File: src/rtl/ddr2_cmd_pkg.sv
package ddr2_cmd_pkg;

   typedef enum logic [3:0] {
      CMD_DESEL = 4'd0,  CMD_NOP  = 4'd1,  CMD_MRS  = 4'd2,  CMD_REF  = 4'd3,
      CMD_SRE   = 4'd4,  CMD_SRX  = 4'd5,  CMD_PRE  = 4'd6,  CMD_PREA = 4'd7,
      CMD_ACT   = 4'd8,  CMD_WR   = 4'd9,  CMD_WRA  = 4'd10, CMD_RD   = 4'd11,
      CMD_RDA   = 4'd12, CMD_PDE  = 4'd13, CMD_PDX  = 4'd14, CMD_ILL  = 4'd15
   } cmd_e;

   typedef enum logic [1:0] {
      PS_ACTIVE = 2'd0,
      PS_PDN    = 2'd1,
      PS_SREF   = 2'd2
   } pwr_e;

   function automatic logic is_col(input cmd_e c);
      return (c == CMD_WR) || (c == CMD_WRA) || (c == CMD_RD) || (c == CMD_RDA);
   endfunction

   function automatic logic is_idle(input cmd_e c);
      return (c == CMD_DESEL) || (c == CMD_NOP);
   endfunction

endpackage

File: src/rtl/ddr2_pin_decode.sv
module ddr2_pin_decode
   import ddr2_cmd_pkg::*;
(
   input  logic cs_n,
   input  logic ras_n,
   input  logic cas_n,
   input  logic we_n,
   input  logic a10,
   output cmd_e pat
);
   always_comb begin
      unique casez ({cs_n, ras_n, cas_n, we_n})
         4'b1???: pat = CMD_DESEL;
         4'b0111: pat = CMD_NOP;
         4'b0000: pat = CMD_MRS;
         4'b0001: pat = CMD_REF;
         4'b0010: pat = a10 ? CMD_PREA : CMD_PRE;
         4'b0011: pat = CMD_ACT;
         4'b0100: pat = a10 ? CMD_WRA : CMD_WR;
         4'b0101: pat = a10 ? CMD_RDA : CMD_RD;
         default: pat = CMD_ILL;
      endcase
   end
endmodule

File: src/rtl/ddr2_pwr_ctl.sv
module ddr2_pwr_ctl
   import ddr2_cmd_pkg::*;
(
   input  logic clk,
   input  logic rst_n,
   input  logic cke,
   input  cmd_e pat,
   output cmd_e code,
   output pwr_e state
);
   logic cke_q;
   pwr_e nstate;
   logic idle;

   assign idle = is_idle(pat);

   always_comb begin
      nstate = state;
      code   = pat;
      unique case (state)
         PS_SREF: begin
            if (cke) begin
               if (idle) begin
                  code   = CMD_SRX;
                  nstate = PS_ACTIVE;
               end else begin
                  code = CMD_ILL;
               end
            end else if (!idle) begin
               code = CMD_ILL;
            end
         end
         PS_PDN: begin
            if (cke) begin
               if (idle) begin
                  code   = CMD_PDX;
                  nstate = PS_ACTIVE;
               end else begin
                  code = CMD_ILL;
               end
            end else if (!idle) begin
               code = CMD_ILL;
            end
         end
         default: begin
            if (cke_q && cke) begin
               code = pat;
            end else if (cke_q && !cke) begin
               if (idle) begin
                  code   = CMD_PDE;
                  nstate = PS_PDN;
               end else if (pat == CMD_REF) begin
                  code   = CMD_SRE;
                  nstate = PS_SREF;
               end else begin
                  code = CMD_ILL;
               end
            end else if (!cke_q && cke) begin
               code = idle ? CMD_PDX : CMD_ILL;
            end else begin
               code = idle ? pat : CMD_ILL;
            end
         end
      endcase
   end

   always_ff @(posedge clk) begin
      if (!rst_n) begin
         cke_q <= 1'b0;
         state <= PS_ACTIVE;
      end else begin
         cke_q <= cke;
         state <= nstate;
      end
   end
endmodule

File: src/rtl/ddr2_burst_track.sv
module ddr2_burst_track #(
   parameter int BURST_CYC = 2
) (
   input  logic clk,
   input  logic rst_n,
   input  logic col_cmd,
   output logic busy,
   output logic err
);
   localparam int CNT_W = (BURST_CYC > 2) ? $clog2(BURST_CYC) : 1;

   generate
      if (BURST_CYC > 1) begin : g_cnt
         localparam logic [CNT_W-1:0] LOAD = CNT_W'(BURST_CYC - 1);
         logic [CNT_W-1:0] cnt;
         always_ff @(posedge clk) begin
            if (!rst_n) begin
               cnt <= '0;
            end else if (col_cmd && (cnt == '0)) begin
               cnt <= LOAD;
            end else if (cnt != '0) begin
               cnt <= cnt - 1'b1;
            end
         end
         assign busy = (cnt != '0);
      end else begin : g_none
         assign busy = 1'b0;
      end
   endgenerate

   assign err = col_cmd && busy;
endmodule

File: src/rtl/ddr2_cmd_tracker.sv
module ddr2_cmd_tracker
   import ddr2_cmd_pkg::*;
#(
   parameter int BA_W      = 3,
   parameter int ADDR_W    = 16,
   parameter int A10_POS   = 10,
   parameter int BURST_CYC = 2
) (
   input  logic              clk,
   input  logic              rst_n,
   input  logic              cke,
   input  logic              cs_n,
   input  logic              ras_n,
   input  logic              cas_n,
   input  logic              we_n,
   input  logic [BA_W-1:0]   ba,
   input  logic [ADDR_W-1:0] addr,
   output logic [3:0]        cmd_code,
   output logic [BA_W-1:0]   cmd_bank,
   output logic [ADDR_W-1:0] cmd_addr,
   output logic              cmd_ap_all,
   output logic              cmd_illegal,
   output logic              burst_err,
   output logic              burst_busy,
   output logic [1:0]        pwr_state
);
   localparam logic [ADDR_W-1:0] COL_MASK = ~(ADDR_W'(1) << A10_POS);

   generate
      if (A10_POS >= ADDR_W) begin : g_bad_a10
         $error("A10_POS must lie inside the address bus");
      end
      if (BA_W < 1 || BURST_CYC < 1) begin : g_bad_w
         $error("BA_W and BURST_CYC must be at least 1");
      end
   endgenerate

   cmd_e pat, code;
   pwr_e pstate;
   logic col_cmd, berr;
   logic [BA_W-1:0]   bank_d;
   logic [ADDR_W-1:0] addr_d;
   logic              flag_d;

   ddr2_pin_decode u_dec (
      .cs_n (cs_n), .ras_n(ras_n), .cas_n(cas_n), .we_n(we_n),
      .a10  (addr[A10_POS]), .pat(pat)
   );

   ddr2_pwr_ctl u_pwr (
      .clk(clk), .rst_n(rst_n), .cke(cke), .pat(pat), .code(code), .state(pstate)
   );

   assign col_cmd = is_col(code);

   ddr2_burst_track #(.BURST_CYC(BURST_CYC)) u_burst (
      .clk(clk), .rst_n(rst_n), .col_cmd(col_cmd), .busy(burst_busy), .err(berr)
   );

   always_comb begin
      bank_d = '0;
      addr_d = '0;
      flag_d = 1'b0;
      unique case (code)
         CMD_MRS, CMD_ACT: begin
            bank_d = ba;
            addr_d = addr;
         end
         CMD_PRE: bank_d = ba;
         CMD_PREA: flag_d = 1'b1;
         CMD_WR, CMD_RD: begin
            bank_d = ba;
            addr_d = addr & COL_MASK;
         end
         CMD_WRA, CMD_RDA: begin
            bank_d = ba;
            addr_d = addr & COL_MASK;
            flag_d = 1'b1;
         end
         default: ;
      endcase
   end

   always_ff @(posedge clk) begin
      if (!rst_n) begin
         cmd_code    <= CMD_DESEL;
         cmd_bank    <= '0;
         cmd_addr    <= '0;
         cmd_ap_all  <= 1'b0;
         cmd_illegal <= 1'b0;
         burst_err   <= 1'b0;
      end else begin
         cmd_code    <= code;
         cmd_bank    <= bank_d;
         cmd_addr    <= addr_d;
         cmd_ap_all  <= flag_d;
         cmd_illegal <= (code == CMD_ILL);
         burst_err   <= berr;
      end
   end

   assign pwr_state = pstate;
endmodule

File: config.mk
export PLATFORM = sky130hd
export DESIGN_NAME = ddr2_cmd_tracker
export DESIGN_NICKNAME = d
export VERILOG_FILES = /design/src/rtl/ddr2_cmd_pkg.sv /design/src/rtl/ddr2_pin_decode.sv /design/src/rtl/ddr2_pwr_ctl.sv /design/src/rtl/ddr2_burst_track.sv /design/src/rtl/ddr2_cmd_tracker.sv
export SDC_FILE = /design/constraint.sdc
export NUM_CORES = 1
export LEC_CHECK = 0
export ABC_CLOCK_PERIOD_IN_PS = 4600
export BUFFER_PORTS_ARGS = -buffer_cell sky130_fd_sc_hd__buf_2
export CAP_MARGIN = 10
export CORE_ASPECT_RATIO = 0.7
export CORE_MARGIN = 2
export CORE_UTILIZATION = 40
export CTS_CLUSTER_SIZE = 12
export DETAILED_ROUTE_END_ITERATION = 7
export PLACE_DENSITY = 0.67
export SYNTH_ARGS = -nofsm -noshare
export SYNTH_HDL_FRONTEND = slang
export SYNTH_HIERARCHICAL = 1
export SYNTH_SLANG_ARGS = --single-unit
File: constraint.sdc
create_clock -name clk -period 4.6 [get_ports clk]
set_clock_uncertainty 0.05 [all_clocks]
set_input_delay 0.69 -clock clk [delete_from_list [all_inputs] [get_ports clk]]
set_output_delay 0.69 -clock clk [all_outputs]
set_load 0.05 [all_outputs]
# == Yosys cells after proc, flatten, opt, wreduce, memory -nomap -nowiden ==
# Cells that the tools add are included.
# totals
reg_bits,30
mem_bits_rw,0
mem_count,0
out_inout_bits,29
mem_bits_ro,0
input_bits,26
latchBits,0
wordCells,81
# classes
n_reduce_logical,22
order_cmp,0
n_div,0
n_bitwise,1
mux,26
mul,0
shifts,0
n_eq_ne,22
n_addsub,1
# ops
cell,count
2-to-1 mux 4 bit,9
one-hot mux 16 bit (2 select lines),1
one-hot mux 4 bit (8 select lines),1
"== test 4 bit, second input constant",6
"== test 4 x 3 -> 1 bit, second input constant",5
"== test 4 x 2 -> 1 bit, second input constant",4
2-to-1 mux 2 bit,8
"== test 4 x 1 -> 1 bit, second input constant",2
zero test 4 bit,2
one-hot mux 4 bit (2 select lines),1
OR reduction 7 bit,1
logical AND 1 bit,5
2-to-1 mux 1 bit,5
AND reduction 5 bit,1
logical OR 1 bit,4
"!= test 2 x 1 -> 1 bit, second input constant",2
nonzero test 2 bit,2
OR reduction 2 bit,2
OR reduction 4 bit,1
2-to-1 mux 3 bit,1
OR reduction 3 bit,1
"== test 2 x 1 -> 1 bit, second input constant",1
"== test 2 bit, second input constant",1
zero test 1 bit,2
other kinds (4),4

# == Longest topological paths before layout ==
# Gate-level depths: netlist of run 1.
# depth
word_depth,15
mapped_depth,13
ltp_nobuf,12

# == Modules after synthesis ==
# Netlist of run 1, hierarchy kept.
# modules_own_cells
module,area_per_inst_um2,cells_each,seq_area_each_um2,instances
ddr2_cmd_tracker,905.9,85,520.5,1
ddr2_pwr_ctl,407.9,54,60.1,1
ddr2_pin_decode,96.3,16,0.0,1
ddr2_burst_track,36.3,3,20.0,1

# == Least setup slack after synthesis of run 1 ==
# OpenSTA, ideal clock, no wires.
# synth_timing
path_kind,input to register
startpoint,in cas_n
endpoint,reg burst_err
setup_time_ns,0.115
path_stages,12
arrival_time_ns,2.646
n_path_buf,1
setup_slack_ns,1.789
t_required_ns,4.435
cell_sequence,nand2b_1 > a221oi_1 > buf_6 > or3_1 > o21ai_1 > and3_1 > a21oi_1 > nor2_1 > xnor2_1 > and2_2 > and2_2 > and2_1
# synth_via
elab_chain_len,14
elab_cells_between_ends,31
cone_classes,eq/ne: 12; mux: 12; reduce/logical: 7
# synth_lines
element,line,source
"start, declared",ddr2_cmd_tracker.sv:14,"input logic cas_n,"
== test 4 x 3 -> 1 bit (tied with other cells),ddr2_pin_decode.sv:12,"unique casez ({cs_n, ras_n, cas_n, we_n})"
one-hot mux 4 bit (8 select lines) (*),ddr2_pin_decode.sv:12,
net pat[1],ddr2_cmd_tracker.sv:38,"cmd_e pat, code;"
== test 4 x 1 -> 1 bit or zero test 4 bit (tied branches),ddr2_cmd_pkg.sv:21,return (c == CMD_DESEL) || (c == CMD_NOP);
logical OR 1 bit,ddr2_cmd_pkg.sv:21,
2-to-1 mux 4 bit,"ddr2_pwr_ctl.sv:29, ddr2_pwr_ctl.sv:41, ddr2_pwr_ctl.sv:61",
2-to-1 mux 4 bit,ddr2_pwr_ctl.sv:58,end else if (!cke_q && cke) begin
2-to-1 mux 4 bit,ddr2_pwr_ctl.sv:48,end else if (cke_q && !cke) begin
2-to-1 mux 4 bit,ddr2_pwr_ctl.sv:46,if (cke_q && cke) begin
one-hot mux 4 bit (2 select lines) (*),ddr2_pwr_ctl.sv:20,unique case (state)
net code[1],ddr2_cmd_tracker.sv:38,
== test 4 bit,ddr2_cmd_pkg.sv:17,return (c == CMD_WR) || (c == CMD_WRA) || (c == CMD_RD) || (c == CMD_RDA);
logical OR 1 bit (2 in series),ddr2_cmd_pkg.sv:17,
logical OR 1 bit (*),ddr2_cmd_pkg.sv:17,
net col_cmd,ddr2_cmd_tracker.sv:40,"logic col_cmd, berr;"
logical AND 1 bit (*),ddr2_burst_track.sv:31,assign err = col_cmd && busy;
net berr,ddr2_cmd_tracker.sv:40,
"end signal, assigned",ddr2_cmd_tracker.sv:98,burst_err <= berr;
"end, declared",ddr2_cmd_tracker.sv:23,"output logic burst_err,"
# Mark *: on every way through the listed nets, which the timed path passes. The rest lies on a longest branch.
# A chain may end at the register's enable or synchronous reset.

# == Worst setup path in the final report of run 1 ==
# layout_timing
startpoint,in we_n
endpoint,reg burst_err
# layout_via
elab_chain_len,14
elab_cells_between_ends,31
cone_classes,eq/ne: 12; mux: 12; reduce/logical: 7
# layout_lines
element,line,source
"start, declared",ddr2_cmd_tracker.sv:15,"input logic we_n,"
== test 4 x 3 -> 1 bit (tied with other cells),ddr2_pin_decode.sv:12,
one-hot mux 4 bit (8 select lines) (*),ddr2_pin_decode.sv:12,
net pat[0],ddr2_cmd_tracker.sv:38,
== test 4 x 1 -> 1 bit or zero test 4 bit (tied branches),ddr2_cmd_pkg.sv:21,
logical OR 1 bit,ddr2_cmd_pkg.sv:21,
2-to-1 mux 4 bit or 2-to-1 mux 1 bit (tied branches),n/a,
2-to-1 mux 4 bit,ddr2_pwr_ctl.sv:58,
2-to-1 mux 4 bit,ddr2_pwr_ctl.sv:48,
2-to-1 mux 4 bit,ddr2_pwr_ctl.sv:46,
one-hot mux 4 bit (2 select lines) (*),ddr2_pwr_ctl.sv:20,
net code[0],ddr2_cmd_tracker.sv:38,
== test 4 bit,ddr2_cmd_pkg.sv:17,
logical OR 1 bit (2 in series),ddr2_cmd_pkg.sv:17,
logical OR 1 bit (*),ddr2_cmd_pkg.sv:17,
net col_cmd,ddr2_cmd_tracker.sv:40,
logical AND 1 bit (*),ddr2_burst_track.sv:31,
net berr,ddr2_cmd_tracker.sv:40,
# Marks and branches as above.

==> metrics.txt, run 1 <==
# TYPE chip_impl_metric gauge
chip_impl_metric{name="worst_ep_arrival_time",unit="ns"} 3.28
chip_impl_metric{name="postRouteAntennaNets",unit=""} 0
chip_impl_metric{name="design.final.nets",unit=""} 239
chip_impl_metric{name="crit_buf_inv",unit=""} 2
chip_impl_metric{name="numPortBuffers",unit=""} 54
chip_impl_metric{name="die-width",unit="um"} 75.9
chip_impl_info{name="rsz0062_at_grt",value="no"} 1
chip_impl_info{name="worst-setup-path-type",value="primary input to register"} 1
chip_impl_info{name="mostFrequentLayoutCell",value="buf_2"} 1
chip_impl_metric{name="gpl.final_weighted_congestion",unit=""} 0.832
chip_impl_metric{name="die-area",unit="um2"} 4120
chip_impl_metric{name="drcViolationCount",unit=""} 0
chip_impl_metric{name="insertion_delay",unit="ns"} 0.27
chip_impl_metric{name="1st_pass_router_iterations",unit=""} 5
chip_impl_metric{name="critical_path.max_stage_delay",unit="ns"} 0.60
chip_impl_metric{name="hold_violations",unit=""} 0
chip_impl_metric{name="synth_seq_cells",unit=""} 30
chip_impl_metric{name="grt.total_usage",unit="%"} 15.0
chip_impl_metric{name="clock_tree.htree_level_count",unit=""} 2
chip_impl_metric{name="post_dp_cell_area",unit="um2"} 1710
chip_impl_metric{name="final_critical_path_share_of_the_clock_period",unit="%"} 68.7
chip_impl_metric{name="critical_path.max_fanout",unit=""} 9
chip_impl_metric{name="synth.top_cell.area_share",unit="%"} 41.5
chip_impl_metric{name="timing_worst_slew_pin_value",unit="ns"} 0.733
chip_impl_metric{name="seq_total_area_yosys",unit="%"} 41.5
chip_impl_metric{name="clkSinkCount",unit=""} 30
chip_impl_metric{name="power_density",unit="nW/um2"} 415
chip_impl_metric{name="grt_max_degree",unit=""} 30
chip_impl_metric{name="setup_fix_bufs_post_cts",unit=""} 0
chip_impl_metric{name="hpwlAfterDp",unit="um"} 2230
chip_impl_metric{name="setup_total_negative_slack",unit="ns"} 0
chip_impl_metric{name="tritoncts.num_buffers",unit=""} 5
chip_impl_metric{name="syn-mean-instance-area",unit="um2"} 9.15
chip_impl_metric{name="synth_async_sr_flop_share",unit="%"} 0
chip_impl_metric{name="layout.cells.non_filler",unit=""} 262
chip_impl_info{name="crit_family",value="compound AO/OA/AOI/OAI gates"} 1
chip_impl_metric{name="detail_route.wirelength",unit="um"} 2990
chip_impl_info{name="status",value="completed"} 1
chip_impl_metric{name="synth_area",unit="um2"} 1450
chip_impl_metric{name="fraction_of_final_layout_cells_with_drive_strength_greater_than_1",unit="%"} 39.6
chip_impl_metric{name="static-leakage-power",unit="nW"} 0.848
chip_impl_metric{name="netlist-cell-type-count",unit=""} 45
chip_impl_metric{name="whs",unit="ns"} 0.513
chip_impl_metric{name="chipHeight",unit="um"} 54.3
chip_impl_info{name="worstSetupStartpointType",value="primary input"} 1
chip_impl_info{name="critPathSlowestCell",value="a21oi_1"} 1
chip_impl_metric{name="synthesis.yosys.warnings",unit=""} 6
chip_impl_metric{name="cts_hold_repair.buffers",unit=""} 0
chip_impl_metric{name="num_vias",unit=""} 1240
chip_impl_metric{name="first_global_vias",unit=""} 975
chip_impl_metric{name="cts-resized-gates",unit=""} 0
chip_impl_info{name="endpoint_kind",value="register"} 1
chip_impl_metric{name="rows",unit=""} 18
chip_impl_info{name="ctsRootBufferMaster",value="clkbuf_8"} 1
chip_impl_metric{name="ioPinCount",unit=""} 55
chip_impl_metric{name="design.core.area",unit="um2"} 3490
chip_impl_metric{name="edff_count_synth",unit=""} 0
chip_impl_metric{name="timing.max_cap.violations",unit=""} 0
chip_impl_metric{name="worst_ep_required_time",unit="ns"} 4.72
chip_impl_metric{name="antenna-diode-count",unit=""} 0
chip_impl_metric{name="numPlacedInstances",unit=""} 254
chip_impl_metric{name="netlist_instances",unit=""} 158
chip_impl_info{name="cp_cell_sequence",value="buf_2, nor2b_1, o21ai_0, a21oi_1, inv_1, o21ai_0, a21oi_1, a31oi_1, nor2_1, xnor2_1, and2_2, and2_2, and2_1"} 1
chip_impl_metric{name="grt_remaining_overflow",unit=""} 0
chip_impl_metric{name="final_critical_path_required_period",unit="ns"} 3.16
chip_impl_metric{name="final-setup-viol-count",unit=""} 0
chip_impl_info{name="area_contributors_post_synth",value="dfxtp_1 42%, a21oi_2 6.1%, nand2_1 6.0%"} 1
chip_impl_metric{name="avgViaCountPerCell",unit=""} 4.73
chip_impl_metric{name="drt_iter0_markers",unit=""} 106
chip_impl_info{name="layout.cells.most_common_list",value="54 x buf_2, 30 x dfxtp_1, 23 x nand2_1"} 1
chip_impl_info{name="ys_dominant_reg_cell",value="dfxtp_1"} 1
chip_impl_metric{name="antenna_found_initial",unit=""} 0
chip_impl_metric{name="global_route_wire_length_before_repair",unit="um"} 4490
chip_impl_info{name="cts_tree",value="yes"} 1
chip_impl_metric{name="clk_path_buf_depth",unit=""} 2
chip_impl_metric{name="routedWlPerCell",unit="um"} 11.4
chip_impl_metric{name="initial_core_util",unit="%"} 41.4
chip_impl_metric{name="synthToLayoutAreaGrowth",unit="%"} 24.7
chip_impl_metric{name="power.ir.vdd_worst",unit="uV"} 223
chip_impl_info{name="synth_area_leader_cell",value="dfxtp_1"} 1
chip_impl_metric{name="drv_slew",unit=""} 0
chip_impl_metric{name="synthesis.nets",unit=""} 186
chip_impl_metric{name="path_clk_slew",unit="ns"} 0.06
chip_impl_info{name="hp-class",value="register to register"} 1
chip_impl_metric{name="max_clock_freq",unit="GHz"} 0.316
chip_impl_metric{name="worst_slew_margin_rel",unit="%"} 51.2
chip_impl_metric{name="area_of_all_placed_cells_without_fillers",unit="um2"} 1800
cells in the mapped netlist (2+ instances only):
cell type / n
dfxtp_1: 30
nand2_1: 23
a21oi_1: 11
a21oi_2: 10
nand2b_1: 6
and2_1: 5
and3_1: 5
inv_1: 5
nor2_1: 5
o21ai_0: 5
and2_2: 3
buf_4: 3
nand3_1: 3
a21o_1: 2
a31oi_1: 2
and4_2: 2
buf_2: 2
buf_6: 2
clkbuf_1: 2
ha_1: 2
nor2b_1: 2
nor4_1: 2
o21ai_1: 2
or3_1: 2
xnor2_1: 2
power by group:
group | total (mW) | switching, mW | internal, mW | leakage (nW)
logic | 0.249 | 0.175 | 0.0734 | 0.554
registers | 0.294 | 0.00796 | 0.286 | 0.246
clock network | 0.207 | 0.0866 | 0.120 | 0.0482
routing by layer:
| metal | vias to the layer above | wire length [um] | share of wire, % | GRT usage [%] |
|---|---|---|---|---|
| met5 | - | 0 | 0 | 0 |
| met4 | 0 | 19 | 0.63 | 5.26 |
| met3 | 2 | 175 | 5.8 | 5.89 |
| li1 | 650 | - | - | - |
| met1 | 550 | 1560 | 52 | 22.4 |
| met2 | 38 | 1230 | 41 | 18.8 |
state kept, by name, indices dropped and copies added (netlist names):
name          flops
u_pwr/cke_q       1
cmd_illegal       1
u_burst/busy      1
cmd_bank          3
cmd_ap_all        1
cmd_addr         16
burst_err         1
cmd_code          4
u_pwr/state       2
worst paths after layout:
path                                    start                      end  slack, ns  depth (start not counted)
setup / recovery                         we_n     burst_err$_SDFF_PN0_       1.44                         13
hold / removal        u_burst/busy$_SDFF_PN0_  u_burst/busy$_SDFF_PN0_       0.51                          1
setup reg to reg  u_pwr/state[0]$_SDFFE_PN0P_     burst_err$_SDFF_PN0_       1.92                         11
hold reg to reg       u_burst/busy$_SDFF_PN0_  u_burst/busy$_SDFF_PN0_       0.51                          1
cells by family after synthesis:
| kind of cell | Yosys count | synth area share [%] |
|---|---|---|
| AND/OR/NAND/NOR | 65 | 26.2 |
| adder cells (fa/ha/maj) | 2 | 1.73 |
| AO/OA/AOI/OAI | 43 | 21.7 |
| buffers and inverters | 15 | 7.01 |
| flip-flops | 30 | 41.5 |
| XOR/XNOR | 3 | 1.82 |
cell type report:
type | count | area (um2)
Inverter | 5 | 18.8
Fill cell | 333 | 1690
Multi-Input combinational cell | 113 | 744
Clock inverter | 1 | 5.00
Sequential cell | 30 | 601
Timing Repair Buffer | 56 | 285
Tap cell | 50 | 62.6
Clock buffer | 7 | 86.3
stage by stage:
stage / util (%) / total power [mW] / setup WS, ns
3_3_place_gp: 49.0 / 0.549 / 1.25
5_1_grt: 51.6 / 0.791 / 1.07
2_1_floorplan: - / 0.504 / 1.79
6_report: 51.6 / 0.749 / 1.44
3_5_place_dp: 49.0 / 0.549 / 1.18
4_1_cts: 51.6 / 0.759 / 1.46
worst register-to-register path: cells and delay by family (launching register included):
family / cells / cell delay [ns]
buffers and inverters: 1 / 0.06
and+or+nand+nor: 5 / 0.82
adders and majority gates: 1 / 0.41
AOI/OAI and AO/OA: 3 / 0.73
DFF: 1 / 0.36
xor gates and xnor gates: 1 / 0.15
No activity file was read; power rests on OpenSTA's default activity.
==> inputs of run 2 (changes only) <==
--- a/config.mk
+++ b/config.mk
@@ -5,7 +5,7 @@
 export SDC_FILE = /design/constraint.sdc
 export NUM_CORES = 1
 export LEC_CHECK = 0
-export ABC_CLOCK_PERIOD_IN_PS = 4600
+export ABC_CLOCK_PERIOD_IN_PS = 3200
 export BUFFER_PORTS_ARGS = -buffer_cell sky130_fd_sc_hd__buf_2
 export CAP_MARGIN = 10
 export CORE_ASPECT_RATIO = 0.7
==> constraint.sdc (replaced) <==
create_clock -name clk -period 3.2 [get_ports clk]
set_clock_uncertainty 0.05 [all_clocks]
set_input_delay 0.48 -clock clk [delete_from_list [all_inputs] [get_ports clk]]
set_output_delay 0.48 -clock clk [all_outputs]
set_load 0.05 [all_outputs]
==> run 2 against run 1 <==
  * Critical path depth is the same
  * Combinational power rose by 47%
  * Die area did not move
  * Setup slack worse by 0.85 ns
  * Sequential power up 44%
  * Wire length grew 3.4%
  * Largest power group unchanged
==> metrics.txt, run 2 (synthesized netlist as in run 1, its figures left out) <==
# TYPE chip_impl_metric gauge
chip_impl_info{name="status",value="completed"} 1
chip_impl_metric{name="first_global_vias",unit=""} 1050
chip_impl_metric{name="gpl.final_weighted_congestion",unit=""} 0.862
chip_impl_metric{name="timing_worst_slew_pin_value",unit="ns"} 0.619
chip_impl_info{name="cp_cell_sequence",value="buf_2, nor2b_2, nand3_1, a21oi_2, or3_1, o21ai_1, and3_1, a21oi_1, nor2_1, xnor2_1, and2_2, and2_2, and2_1"} 1
chip_impl_metric{name="post_dp_cell_area",unit="um2"} 1730
chip_impl_metric{name="avgViaCountPerCell",unit=""} 4.90
chip_impl_metric{name="p_clk_share",unit="%"} 27.4
chip_impl_info{name="worst-setup-path-type",value="primary input to register"} 1
chip_impl_metric{name="multiInputGateArea",unit="um2"} 744
chip_impl_metric{name="hold_violations",unit=""} 0
chip_impl_metric{name="1st_pass_router_iterations",unit=""} 4
chip_impl_metric{name="drv_slew",unit=""} 0
chip_impl_metric{name="final_critical_path_share_of_the_clock_period",unit="%"} 81.7
chip_impl_metric{name="seq_power_share",unit="%"} 38.8
chip_impl_metric{name="die-area",unit="um2"} 4120
chip_impl_metric{name="worst_slack_setup_final",unit="ns"} 0.585
chip_impl_metric{name="cts-resized-gates",unit=""} 0
chip_impl_info{name="hp-class",value="primary input to register"} 1
chip_impl_metric{name="final_critical_path_required_period",unit="ns"} 2.61
chip_impl_metric{name="hpwlAfterDp",unit="um"} 2300
chip_impl_info{name="biggest_register",value="cmd_addr"} 1
chip_impl_metric{name="path_clk_slew",unit="ns"} 0.06
chip_impl_metric{name="global_route_wire_length_before_repair",unit="um"} 4730
chip_impl_metric{name="fin_util",unit="%"} 52.1
chip_impl_metric{name="max_clock_freq",unit="GHz"} 0.382
chip_impl_metric{name="ioPinCount",unit=""} 55
chip_impl_metric{name="antenna_found_initial",unit=""} 0
chip_impl_metric{name="design.core.area",unit="um2"} 3490
chip_impl_info{name="endpoint_kind",value="register"} 1
chip_impl_metric{name="grt_max_degree",unit=""} 30
chip_impl_metric{name="total_power",unit="mW"} 1.09
chip_impl_metric{name="clk_path_buf_depth",unit=""} 2
chip_impl_metric{name="antenna-diode-count",unit=""} 0
chip_impl_info{name="ctsRootBufferMaster",value="clkbuf_8"} 1
chip_impl_info{name="critPathSlowestCell",value="a21oi_1"} 1
chip_impl_metric{name="rows",unit=""} 18
chip_impl_info{name="cpMostUsedCell",value="and2_2"} 1
chip_impl_metric{name="numPortBuffers",unit=""} 54
chip_impl_metric{name="filler_cell_count",unit=""} 342
chip_impl_metric{name="layout.cells.non_filler",unit=""} 264
chip_impl_metric{name="setup_total_negative_slack",unit="ns"} 0
chip_impl_metric{name="synthToLayoutAreaGrowth",unit="%"} 25.7
chip_impl_metric{name="routedWlPerCell",unit="um"} 11.7
chip_impl_metric{name="drt_iter0_markers",unit=""} 109
chip_impl_info{name="mostFrequentLayoutCell",value="buf_2"} 1
chip_impl_metric{name="critical_path.max_fanout",unit=""} 6
chip_impl_metric{name="worst_ep_required_time",unit="ns"} 3.32
chip_impl_metric{name="timing.max_cap.violations",unit=""} 0
chip_impl_metric{name="flip_flop_count_of_the_largest_register_after_layout",unit=""} 16
chip_impl_metric{name="cts_hold_repair.buffers",unit=""} 0
chip_impl_metric{name="tritoncts.num_buffers",unit=""} 5
chip_impl_metric{name="fraction_of_final_layout_cells_with_drive_strength_greater_than_1",unit="%"} 40.2
chip_impl_metric{name="clkSinkCount",unit=""} 30
chip_impl_metric{name="critical_path.max_stage_delay",unit="ns"} 0.37
chip_impl_metric{name="detailedPlace.worstSlack",unit="ns"} 0.310
chip_impl_info{name="worstSetupStartpointType",value="primary input"} 1
chip_impl_metric{name="grt.total_usage",unit="%"} 15.2
chip_impl_metric{name="static-leakage-power",unit="nW"} 0.858
chip_impl_metric{name="chipHeight",unit="um"} 54.3
chip_impl_metric{name="insertion_delay",unit="ns"} 0.26
chip_impl_metric{name="power_density",unit="nW/um2"} 597
chip_impl_metric{name="switchingPower",unit="mW"} 0.393
chip_impl_info{name="rsz0062_at_grt",value="no"} 1
chip_impl_metric{name="numPlacedInstances",unit=""} 256
chip_impl_metric{name="combinational_power_share",unit="%"} 33.8
chip_impl_metric{name="postRouteAntennaNets",unit=""} 0
chip_impl_info{name="cts_tree",value="yes"} 1
chip_impl_metric{name="detail_route.wirelength",unit="um"} 3100
chip_impl_metric{name="grt_remaining_overflow",unit=""} 0
chip_impl_metric{name="seqCellArea",unit="um2"} 601
chip_impl_metric{name="setup_fix_bufs_post_cts",unit=""} 0
chip_impl_info{name="reg_top3",value="cmd_addr (16), cmd_code (4), cmd_bank (3)"} 1
chip_impl_metric{name="design.final.nets",unit=""} 241
chip_impl_metric{name="clock_tree.htree_level_count",unit=""} 2
chip_impl_metric{name="power.ir.vdd_worst",unit="uV"} 260
chip_impl_metric{name="die-width",unit="um"} 75.9
chip_impl_metric{name="whs",unit="ns"} 0.370
chip_impl_metric{name="worst_ep_arrival_time",unit="ns"} 2.73
chip_impl_metric{name="worst_slew_margin_rel",unit="%"} 58.5
chip_impl_info{name="layout.cells.most_common_list",value="54 x buf_2, 30 x dfxtp_1, 23 x nand2_1"} 1
chip_impl_metric{name="switching_share",unit="%"} 36.2
chip_impl_metric{name="num_vias",unit=""} 1294
chip_impl_metric{name="final-setup-viol-count",unit=""} 0
chip_impl_metric{name="area_of_all_placed_cells_without_fillers",unit="um2"} 1820
chip_impl_metric{name="initial_core_util",unit="%"} 41.4
chip_impl_metric{name="drcViolationCount",unit=""} 0
chip_impl_metric{name="cellInternalPower",unit="mW"} 0.693
==> run 2: changes by cell type in the layout (fill, tap and decap cells not counted), sizes merged <==
cell,before,now
buf,56,58
==> run 2: metal layers <==
metal,GRT usage [%],share of wire [%]
met3,5.52,6.5
met5,0,0
met4,3.51,0.84
met2,21.3,41
met1,22.0,51
==> run 2: worst max-delay path: cells and delay by family <==
| kind | cells | cell delay (ns) |
|---|---|---|
| AND/OR/NAND/NOR | 8 | 1.28 |
| XOR/XNOR | 1 | 0.15 |
| AO/OA/AOI/OAI | 3 | 0.70 |
| buffers and inverters | 1 | 0.12 |
==> run 2: power groups by stage <==
stage                     clock (mW)  sequential (mW)  combinational (mW)
final                          0.298            0.422               0.367
after global routing           0.325            0.426               0.393
after CTS                      0.307            0.422               0.367
after detailed placement           0            0.431               0.366
after global placement             0            0.429               0.365
after floorplan                    0            0.557               0.167
==> run 2: area by class of cell <==
type                            count  area share [%]
Clock buffer                        7            4.75
Clock inverter                      1           0.275
Inverter                            5            1.03
Multi-Input combinational cell    113            40.9
Timing Repair Buffer               58            16.5
Tap cell                           50            3.44
Sequential cell                    30            33.0
==> run 2: final timing paths <==
path              cells past startpoint                 endpoint  slack (ns)                        start
hold reg to reg                       1  u_burst/busy$_SDFF_PN0_        0.49      u_burst/busy$_SDFF_PN0_
setup / recovery                     13     burst_err$_SDFF_PN0_        0.59                        ras_n
setup reg to reg                     10     burst_err$_SDFF_PN0_        0.78  u_pwr/state[0]$_SDFFE_PN0P_
hold / removal                        3   cmd_addr[4]$_SDFF_PN0_        0.37                      addr[4]
